$ cat config.mk
export PLATFORM = sky130hd
export DESIGN_NAME = blk_cal_seq
export DESIGN_NICKNAME = d
export VERILOG_FILES = /design/src/rtl/blk_cal_pkg.sv /design/src/rtl/blk_line_timer.sv /design/src/rtl/blk_warm_ctrl.sv /design/src/rtl/blk_leak_mon.sv /design/src/rtl/blk_cal_seq.sv
export SDC_FILE = /design/constraint.sdc
export NUM_CORES = 1
export LEC_CHECK = 0
export ABC_AREA = 1
export BUFFER_PORTS_ARGS = -buffer_cell sky130_fd_sc_hd__buf_2
export CORE_MARGIN = 8
export CORE_UTILIZATION = 56
export CTS_CLUSTER_DIAMETER = 200
export DETAILED_ROUTE_END_ITERATION = 12
export GPL_TIMING_DRIVEN = 0
export PLACE_DENSITY_LB_ADDON = 0.15
export SLEW_MARGIN = 20
export SYNTH_ARGS = -nofsm -noshare
export SYNTH_HDL_FRONTEND = slang
export SYNTH_SLANG_ARGS = --single-unit
$ cat constraint.sdc
create_clock -name clk -period 2.2 [get_ports clk]
set_input_delay 0.33 -clock clk [delete_from_list [all_inputs] [get_ports clk]]
set_output_delay 0.33 -clock clk [all_outputs]
set_load 0.005 [all_outputs]
$ cat src/rtl/blk_cal_pkg.sv
package blk_cal_pkg;
  typedef enum logic [1:0] {
    ST_WARM   = 2'd0,
    ST_SETTLE = 2'd1,
    ST_RUN    = 2'd2
  } warm_st_e;
endpackage

$ cat src/rtl/blk_line_timer.sv
module blk_line_timer #(
  parameter int BLANK_50 = 25,
  parameter int BLANK_60 = 21,
  parameter int LW       = $clog2(BLANK_50 + 1)
) (
  input  logic          clk,
  input  logic          rst_n,
  input  logic          line_tick,
  input  logic          vblank_start,
  input  logic          field_60,
  input  logic          long_blank,
  output logic          in_vb,
  output logic          meas_line,
  output logic [1:0]    phase
);
  logic          in_vb_q, in_vb_d;
  logic [LW-1:0] idx_q, idx_d;
  logic [LW-1:0] len_q, len_d;
  logic [LW-1:0] win_start;

  assign win_start = len_q - LW'(4);

  always_comb begin
    in_vb_d = in_vb_q;
    idx_d   = idx_q;
    len_d   = len_q;
    if (vblank_start) begin
      in_vb_d = 1'b1;
      idx_d   = '0;
      len_d   = (field_60 && !long_blank) ? LW'(BLANK_60) : LW'(BLANK_50);
    end else if (in_vb_q && line_tick) begin
      if (idx_q == len_q - LW'(1)) in_vb_d = 1'b0;
      else                         idx_d   = idx_q + LW'(1);
    end
  end

  always_ff @(posedge clk or negedge rst_n) begin
    if (!rst_n) begin
      in_vb_q <= 1'b0;
      idx_q   <= '0;
      len_q   <= LW'(BLANK_50);
    end else begin
      in_vb_q <= in_vb_d;
      idx_q   <= idx_d;
      len_q   <= len_d;
    end
  end

  assign in_vb     = in_vb_q;
  assign meas_line = in_vb_q && (idx_q >= win_start);
  assign phase     = 2'(idx_q - win_start);
endmodule

$ cat src/rtl/blk_warm_ctrl.sv
module blk_warm_ctrl
  import blk_cal_pkg::*;
#(
  parameter int CW            = 10,
  parameter int WARM_CODE     = 190,
  parameter int RELEASE_TICKS = 800,
  parameter int TW            = $clog2(RELEASE_TICKS + 1)
) (
  input  logic                 clk,
  input  logic                 rst_n,
  input  logic                 meas_line,
  input  logic                 line_tick,
  input  logic                 time_tick,
  input  logic signed [CW-1:0] meas_cur,
  output logic                 stab_on,
  output logic                 released
);
  localparam logic signed [CW-1:0] WarmS = WARM_CODE[CW-1:0];

  warm_st_e      st_q, st_d;
  logic [TW-1:0] cnt_q, cnt_d;

  always_comb begin
    st_d  = st_q;
    cnt_d = cnt_q;
    unique case (st_q)
      ST_WARM: begin
        if (meas_line && line_tick && (meas_cur > WarmS)) begin
          st_d  = ST_SETTLE;
          cnt_d = '0;
        end
      end
      ST_SETTLE: begin
        if (time_tick) begin
          if (cnt_q == TW'(RELEASE_TICKS - 1)) st_d  = ST_RUN;
          else                                 cnt_d = cnt_q + TW'(1);
        end
      end
      default: st_d = ST_RUN;
    endcase
  end

  always_ff @(posedge clk or negedge rst_n) begin
    if (!rst_n) begin
      st_q  <= ST_WARM;
      cnt_q <= '0;
    end else begin
      st_q  <= st_d;
      cnt_q <= cnt_d;
    end
  end

  assign stab_on  = (st_q != ST_WARM);
  assign released = (st_q == ST_RUN);
endmodule

$ cat src/rtl/blk_leak_mon.sv
module blk_leak_mon #(
  parameter int CW       = 10,
  parameter int LEAK_LIM = 100
) (
  input  logic                 clk,
  input  logic                 rst_n,
  input  logic                 vblank_start,
  input  logic                 leak_strobe,
  input  logic                 stab_on,
  input  logic signed [CW-1:0] meas_cur,
  output logic                 suppress,
  output logic                 leak_err
);
  localparam logic signed [CW-1:0] LimS = LEAK_LIM[CW-1:0];

  logic sup_q, sup_d, err_q, err_d, bad;

  assign bad = leak_strobe && stab_on && ((meas_cur > LimS) || (meas_cur < -LimS));

  always_comb begin
    sup_d = sup_q;
    err_d = err_q || bad;
    if (vblank_start) sup_d = 1'b0;
    else if (bad)     sup_d = 1'b1;
  end

  always_ff @(posedge clk or negedge rst_n) begin
    if (!rst_n) begin
      sup_q <= 1'b0;
      err_q <= 1'b0;
    end else begin
      sup_q <= sup_d;
      err_q <= err_d;
    end
  end

  assign suppress = sup_q;
  assign leak_err = err_q;
endmodule

$ cat src/rtl/blk_cal_seq.sv
module blk_cal_seq #(
  parameter int CW            = 10,
  parameter int BLANK_50      = 25,
  parameter int BLANK_60      = 21,
  parameter int WARM_CODE     = 190,
  parameter int LEAK_LIM      = 100,
  parameter int RELEASE_TICKS = 800
) (
  input  logic                 clk,
  input  logic                 rst_n,
  input  logic                 line_tick,
  input  logic                 vblank_start,
  input  logic                 field_60,
  input  logic                 long_blank,
  input  logic                 time_tick,
  input  logic signed [CW-1:0] meas_cur,
  output logic                 blank_out,
  output logic                 meas_line,
  output logic                 leak_strobe,
  output logic [2:0]           adj_en,
  output logic                 bcl_release,
  output logic                 leak_err
);
  logic       in_vb, stab_on, released, suppress;
  logic [1:0] phase;

  blk_line_timer #(.BLANK_50(BLANK_50), .BLANK_60(BLANK_60)) u_timer (
    .clk(clk), .rst_n(rst_n), .line_tick(line_tick), .vblank_start(vblank_start),
    .field_60(field_60), .long_blank(long_blank),
    .in_vb(in_vb), .meas_line(meas_line), .phase(phase)
  );

  blk_warm_ctrl #(.CW(CW), .WARM_CODE(WARM_CODE), .RELEASE_TICKS(RELEASE_TICKS)) u_warm (
    .clk(clk), .rst_n(rst_n), .meas_line(meas_line), .line_tick(line_tick),
    .time_tick(time_tick), .meas_cur(meas_cur),
    .stab_on(stab_on), .released(released)
  );

  assign leak_strobe = meas_line && (phase == 2'd0) && line_tick;

  blk_leak_mon #(.CW(CW), .LEAK_LIM(LEAK_LIM)) u_leak (
    .clk(clk), .rst_n(rst_n), .vblank_start(vblank_start), .leak_strobe(leak_strobe),
    .stab_on(stab_on), .meas_cur(meas_cur),
    .suppress(suppress), .leak_err(leak_err)
  );

  for (genvar g = 0; g < 3; g++) begin : g_gun
    assign adj_en[g] = stab_on && !suppress && meas_line && (phase == 2'(g + 1));
  end

  assign blank_out   = !released || in_vb;
  assign bcl_release = released;
endmodule

== Word-level counts from Yosys, hierarchy flattened ==
Index checks and enable logic that the tools add are counted.
Word-level totals
  bits in registers: 25
  bits of input ports: 17
  output and inout port bits: 8
Cells by class
  reductions and logical operators: 31
  muxes and demuxes: 17
  equal/unequal tests: 12
  order comparisons: 4
  $add $sub $neg: 5
Operators by type and width (count)
  2-to-1 mux 10 bit: 3
  case mux 10 bit (2 select lines): 1
  2-to-1 mux 5 bit: 3
  logical AND 1 bit: 14
  adder 10 x 1 -> 10 bit, second input constant: 1
  equality test 10 bit, second input constant: 1
  greater-than comparator 10 x 8 -> 1 bit, second input constant: 1
  greater-than comparator 10 x 9 -> 1 bit, second input constant: 1
  < comparator 10 x 8 -> 1 bit, second input constant: 1
  nonzero test 2 bit: 5
  equality test 2 bit, second input constant: 3
  2-to-1 mux 2 bit: 3
  != test 2 bit, second input constant: 3
  adder 5 x 1 -> 5 bit, second input constant: 1
  equality test 5 bit: 1
  >= comparator 5 bit: 1
  2-to-1 mux 1 bit: 5
  subtractor 5 x 1 -> 5 bit, second input constant: 1
  subtractor 5 x 3 -> 5 bit, second input constant: 1
  equality test 2 x 1 -> 1 bit, second input constant: 2
  logical NOT 2 bit: 2
  2-to-1 mux 4 bit: 1
  != test 2 x 1 -> 1 bit, second input constant: 2
  case mux 2 bit (2 select lines): 1
  other kinds (6): 11

== Longest topological paths before layout ==
  depth after elaboration: 9
  depth in mapped cells: 12

== Hierarchy ==
From an unflattened synthesis, not the netlist that was laid out.
Second synthesis, totals
  cell total of the unflattened synthesis: 237
  area total of the unflattened synthesis: 1600.3 µm²
Modules (own cells, without submodules)
  blk_warm_ctrl: cells an instance 123, sequential area each 300.3 µm², area each 825.8 µm², instances 1
  blk_line_timer: cells an instance 76, sequential area each 201.4 µm², area each 569.3 µm², instances 1
  blk_leak_mon: cells an instance 23, sequential area each 50.0 µm², area each 142.6 µm², instances 1
  blk_cal_seq: cells an instance 15, sequential area each 0.0 µm², area each 62.6 µm², instances 1

== Least setup slack after synthesis ==
OpenSTA, ideal clock, no wires.
  path type: reg2out
  start point: register u_timer.len_q[3]
  end point: output adj_en[0]
  slack: 0.134 ns
  data required time: 1.870 ns
  arrival: 1.736 ns
  cell stages (with the launch flop): 10
  path through: dfstp_2 -> inv_1 -> ha_1 -> ha_1 -> nand2_1 -> nor2_1 -> nand2_1 -> a21oi_1 -> nand2_1 -> nor2_1
Between the ends
  word-level cells in the longest chain between the ends: 5
Ends and longest elaborated chain
  start: declaration: line blk_line_timer.sv:18  | logic [LW-1:0] len_q, len_d;
  start signal: assignment: line blk_line_timer.sv:41  | len_q <= LW'(BLANK_50);
  start signal: assignment: line blk_line_timer.sv:45  | len_q <= len_d;
  subtractor 5 x 3 -> 5 bit: line blk_line_timer.sv:21  | assign win_start = len_q - LW'(4);
  >= comparator 5 bit: line blk_line_timer.sv:50  | assign meas_line = in_vb_q && (idx_q >= win_start);
  logical AND 1 bit: line blk_line_timer.sv:50
  via meas_line: line blk_cal_seq.sv:18  | output logic meas_line,
  logical AND 1 bit (2 in a row): line blk_cal_seq.sv:48  | assign adj_en[g] = stab_on && !suppress && meas_line && (phase == 2'(g + 1));
  end: declaration: line blk_cal_seq.sv:20  | output logic [2:0] adj_en,
The timed path passes the listed nets, and every way through them passes these cells.

== Worst setup path after layout ==
  start point: register u_timer.len_q[3]
  end point: output adj_en[2]
Between the ends
  word-level cells in the longest chain between the ends: 5
Ends and longest elaborated chain (line)
  subtractor 5 x 3 -> 5 bit: blk_line_timer.sv:21
  >= comparator 5 bit: blk_line_timer.sv:50
  logical AND 1 bit: blk_line_timer.sv:50
  logical AND 1 bit (2 in a row): blk_cal_seq.sv:48
Every way passes these cells.

==> results summary <==
The flow ran to the end, but the final reports show violations. The final reports fail on setup timing. The fraction of power spent switching nets is 34.0%. The worst hold path was traced through 2 stages. The average footprint of a synthesized cell is 7.02 um^2. The number of rows in the core area came out at 19. The fraction of power consumed by combinational cells came out at 29.0%.

STA classifies the critical path startpoint as a flop. 0 antenna diodes ended up in the layout. The count of pins on the block boundary is 25. The netlist area before placement is 0.00157 mm^2. For this run, design rule violations remaining after detail routing come to 0.

The slew of the pin with the lowest slew margin is 509 ps. The sequential standard cell area is 552 um^2. On the critical path the largest part of the delay comes from flip-flops. Measured in cells, the most critical reg-to-reg path has a length of 13.

The endpoint identified for the worst register-to-register timing path is u_warm.cnt_q[0]. For this design, the slowest cell found on the critical path is dfstp_2. The critical path ends at adj_en[2].

The die covers 0.00475 mm^2. Global routing consumed, on the met2 layer, 28.2% of the routing resources. The via count of the routed design is 1442.

The cell count after synthesis is 223. IR analysis of the VDD net gives a maximum drop of 0.462 mV. When the netlist entered floorplanning its net count stood at 250. The hold violation count in the final report is 0. The internal power component is 639 uW. The floorplan step set the die width to 68.9 um. The tree is rooted in a clkbuf_4. The critical path launch point is u_timer.len_q[3]. The buffers plus inverters on the worst setup path came out at 2. The number of warnings printed during yosys synthesis is 0. Global routing finished with a remaining overflow of 0. The relative contribution of the clock network to total power is 23.6%. The total CTS buffers came out at 3. The part of the power in registers came out at 47.3%. The number of sinks driven by the clock tree came out at 22. The area of all placed cells without fillers is 0.00186 mm^2. The largest total area in the synthesized netlist belongs to dfrtp_1.

The maximum fanout along the worst path is 3. The total design power came out at 967 uW. The placeable core region came out at 0.00271 mm^2. The required arrival time at the worst endpoint is 1870 ps. The layout-stage area growth over the synthesis result came out at 19.0%. The insertion delay of the later-clocked pin in the worst-skew pair is 300 ps. The switching component of the power came out at 328 uW. The count of nets left with antenna violations once routing finished came out at 0. The start-to-end type of the worst setup path is flop to output pin. The slack of the critical path came out at -197 ps. Global routing used 18.4% of the available met1 tracks.

The register-to-register path setup slack is 90 ps. The worst clock skew on the final layout came out at 2.07 ps. Once detailed placement completed, the half-perimeter wirelength came to 2420 um. The total setup violations reported at the end of the flow came out at 5. STA puts the critical path data arrival time at 2070 ps.

Before antenna repair, the detailed router went through 4 iterations. The share of synthesized area in the top cell type comes to 33.5%. The critical path's largest stage delay is 560 ps. Setup repair after global routing could not meet its margin everywhere. The clock-pin slew of the registers on the worst-case setup and hold paths came out at 130 ps.

The met3 track utilization from global routing is 2.10%. Summing all placed instances gives a cell area of 0.00173 mm^2. The startpoint of the worst register-to-register path is u_timer.len_q[3]. In this run the worst hold path is classified as input pin to flop. The layout net count is 283. The final routed wirelength across all metal layers is 3250 um. Entering global routing, the biggest net connects 23 pins. The congestion estimate from routability-driven global placement came to 0.815.

The number of cells on the critical path came out at 10. The number of vias per cell is 5.04. The number of max-slew violations in the final report is 0. The signal on the critical path passes through inv_2 > ha_4 > ha_4 > nand2_4 > nor2_4 > nand2_2 > a21oi_2 > nand2_2 > nor2_1 > buf_2.

In this run the number of H-tree levels came out at 1. Yosys mapped the design onto 28 distinct sky130hd cell types. The global-route layer with the greatest usage is met2. Leaving out fill and tap cells, the most frequent cells in the layout are nand2_1, nor2_1, inv_1. The shortest clock period the worst path allows after layout came out at 2400 ps. The maximum achievable frequency came out at 0.417 GHz. The count of buffers from port buffering is 24. The initial antenna violation count came out at 0. The effective utilization at floorplan came out at 57.8%.

The multi-input gate area in the final layout is 952 um^2. Summing the sequential cell areas from Yosys gives 35.2% of the chip area. The number of inserted filler cells in the final layout is 235. By area the synthesized netlist is led by dfrtp_1, nand2_1, nor2_1, ha_1, inv_1. The final clock period utilization by the worst path is 109%.

In the global route stage, overall resource usage came out at 15.5%. The power per cell area came out at 519 mW/mm^2. The maximum clock path buffer count is 2. The type of destination of the critical path is an output pin. The number of violations of the max-capacitance limit came out at 0.

The final routed wire length divided by cell count came out at 11.4 um. The static leakage came out at 0.000980 uW. The relative slew slack is 66.0%. The via count of the first global-routing pass is 1422. Measured along the y axis, the die boundary spans 68.9 um. The global-route wire length before repair came out at 5890 um. The total of flip-flops plus latches after synthesis is 22. The layout cell share with drive strength beyond 1 is 21.2%. The initial DRC count is 74. Leaving out fill and tap cells, the most frequent cell in the layout is nand2_1. The TritonCTS clock tree is built.
-- kinds of logic (layout without fill, tap and decap cells) --
family                   count (synthesis)  count (layout)  share of synthesized area [%]
adder cells (fa/ha/maj)                 10              10                           7.99
AO/OA/AOI/OAI                           15              15                           5.59
AND/OR/NAND/NOR                        136             136                           39.1
buffers and inverters                   33              65                           8.23
flip-flops                              22              22                           35.2
XOR/XNOR                                 7               7                           3.91
-- cells in the mapped netlist --
| library cell | instances |
|---|---|
| clkbuf_1 | 1 |
| a21oi_2 | 1 |
| or2_2 | 1 |
| inv_1 | 29 |
| clkinv_1 | 1 |
| buf_2 | 1 |
| o22ai_1 | 1 |
| a21oi_1 | 4 |
| nand3_2 | 3 |
| o21a_1 | 1 |
| xor2_1 | 5 |
| xnor2_1 | 2 |
| nand2_8 | 1 |
| nand2_4 | 1 |
| nor3_1 | 3 |
| nor2_1 | 35 |
| o21ai_0 | 6 |
| nand3_1 | 21 |
| o21bai_1 | 2 |
| nor2_4 | 1 |
| nand2_2 | 1 |
| buf_4 | 1 |
| nor3b_1 | 1 |
| nand4_1 | 5 |
| ha_1 | 10 |
| dfrtp_1 | 21 |
| dfstp_2 | 1 |
| nand2_1 | 63 |
-- cell type report --
cell class / count / share of cell area [%]
clock buffer: 4 / 1.95
sequential: 22 / 29.6
multi-input combinational: 168 / 51.1
timing repair buffer: 28 / 8.19
buffer: 3 / 1.07
inverter: 30 / 6.04
tap: 31 / 2.08
-- registers in the layout, indices dropped and copies added (netlist names) --
name,flops
u_warm.cnt_q,10
u_warm.st_q,2
u_leak.suppress,1
u_timer.in_vb,1
u_timer.len_q,2
u_leak.leak_err,1
u_timer.idx_q,5
-- how the worst min path moves through the flow --
stage	from	to
after detailed placement	rst_n	u_warm.cnt_q[0]
after global routing	long_blank	u_timer.len_q[2]
after floorplan	rst_n	u_leak.leak_err
after global placement	rst_n	u_warm.cnt_q[1]
final	long_blank	u_timer.len_q[2]
after CTS	long_blank	u_timer.len_q[2]
-- what timing repair did --
item,CTS,global route
setup buffers,2,1
gates resized for setup,7,7
endpoints found under the hold margin,21,0
hold buffers,1,0
pin swaps,10,9
endpoints found under the setup margin,5,16
-- power by group through the flow --
| stage | Clock, uW | Sequential, uW | Combinational, uW |
|---|---|---|---|
| finish | 228 | 458 | 281 |
| global route | 243 | 463 | 315 |
| CTS | 237 | 458 | 269 |
| detailed placement | 0 | 466 | 251 |
| global placement | 0 | 465 | 250 |
| floorplan | 0 | 460 | 169 |
-- metal layers --
layer | share of wire, % | wire length, um | vias up
li1 | - | - | 767
met1 | 44 | 1440 | 658
met2 | 52 | 1710 | 13
met3 | 2.3 | 76 | 4
met4 | 0.92 | 30 | 0
met5 | 0 | 0 | -
-- worst reg2reg max path, stage by stage, from the launching register on --
cell     delay, ps
dfstp_2        560
inv_2           50
ha_4           220
ha_4           270
nand2_4         50
nor2_4          80
nand2_2         80
a21oi_2        150
buf_4          120
nand2_1         50
nand2_2        120
buf_6          160
nand3_1         80
nand2_1         70
-- stage by stage --
| stage | utilization [%] | setup TNS, ps | hold WS, ps | cells | worst slack, ps |
|---|---|---|---|---|---|
| final | 68.8 | -868 | 202 | 286 | -197 |
| after global routing | 68.8 | -1760 | 208 | 286 | -298 |
| after CTS | 67.3 | -1150 | 194 | 285 | -283 |
| after detailed placement | 63.7 | -51.2 | 330 | 278 | -18.9 |
| after global placement | 63.7 | -65.7 | 328 | 278 | -23.1 |
| after floorplan | - | 0 | 34.4 | 223 | 134 |
Power figures use the tool's default switching activity.
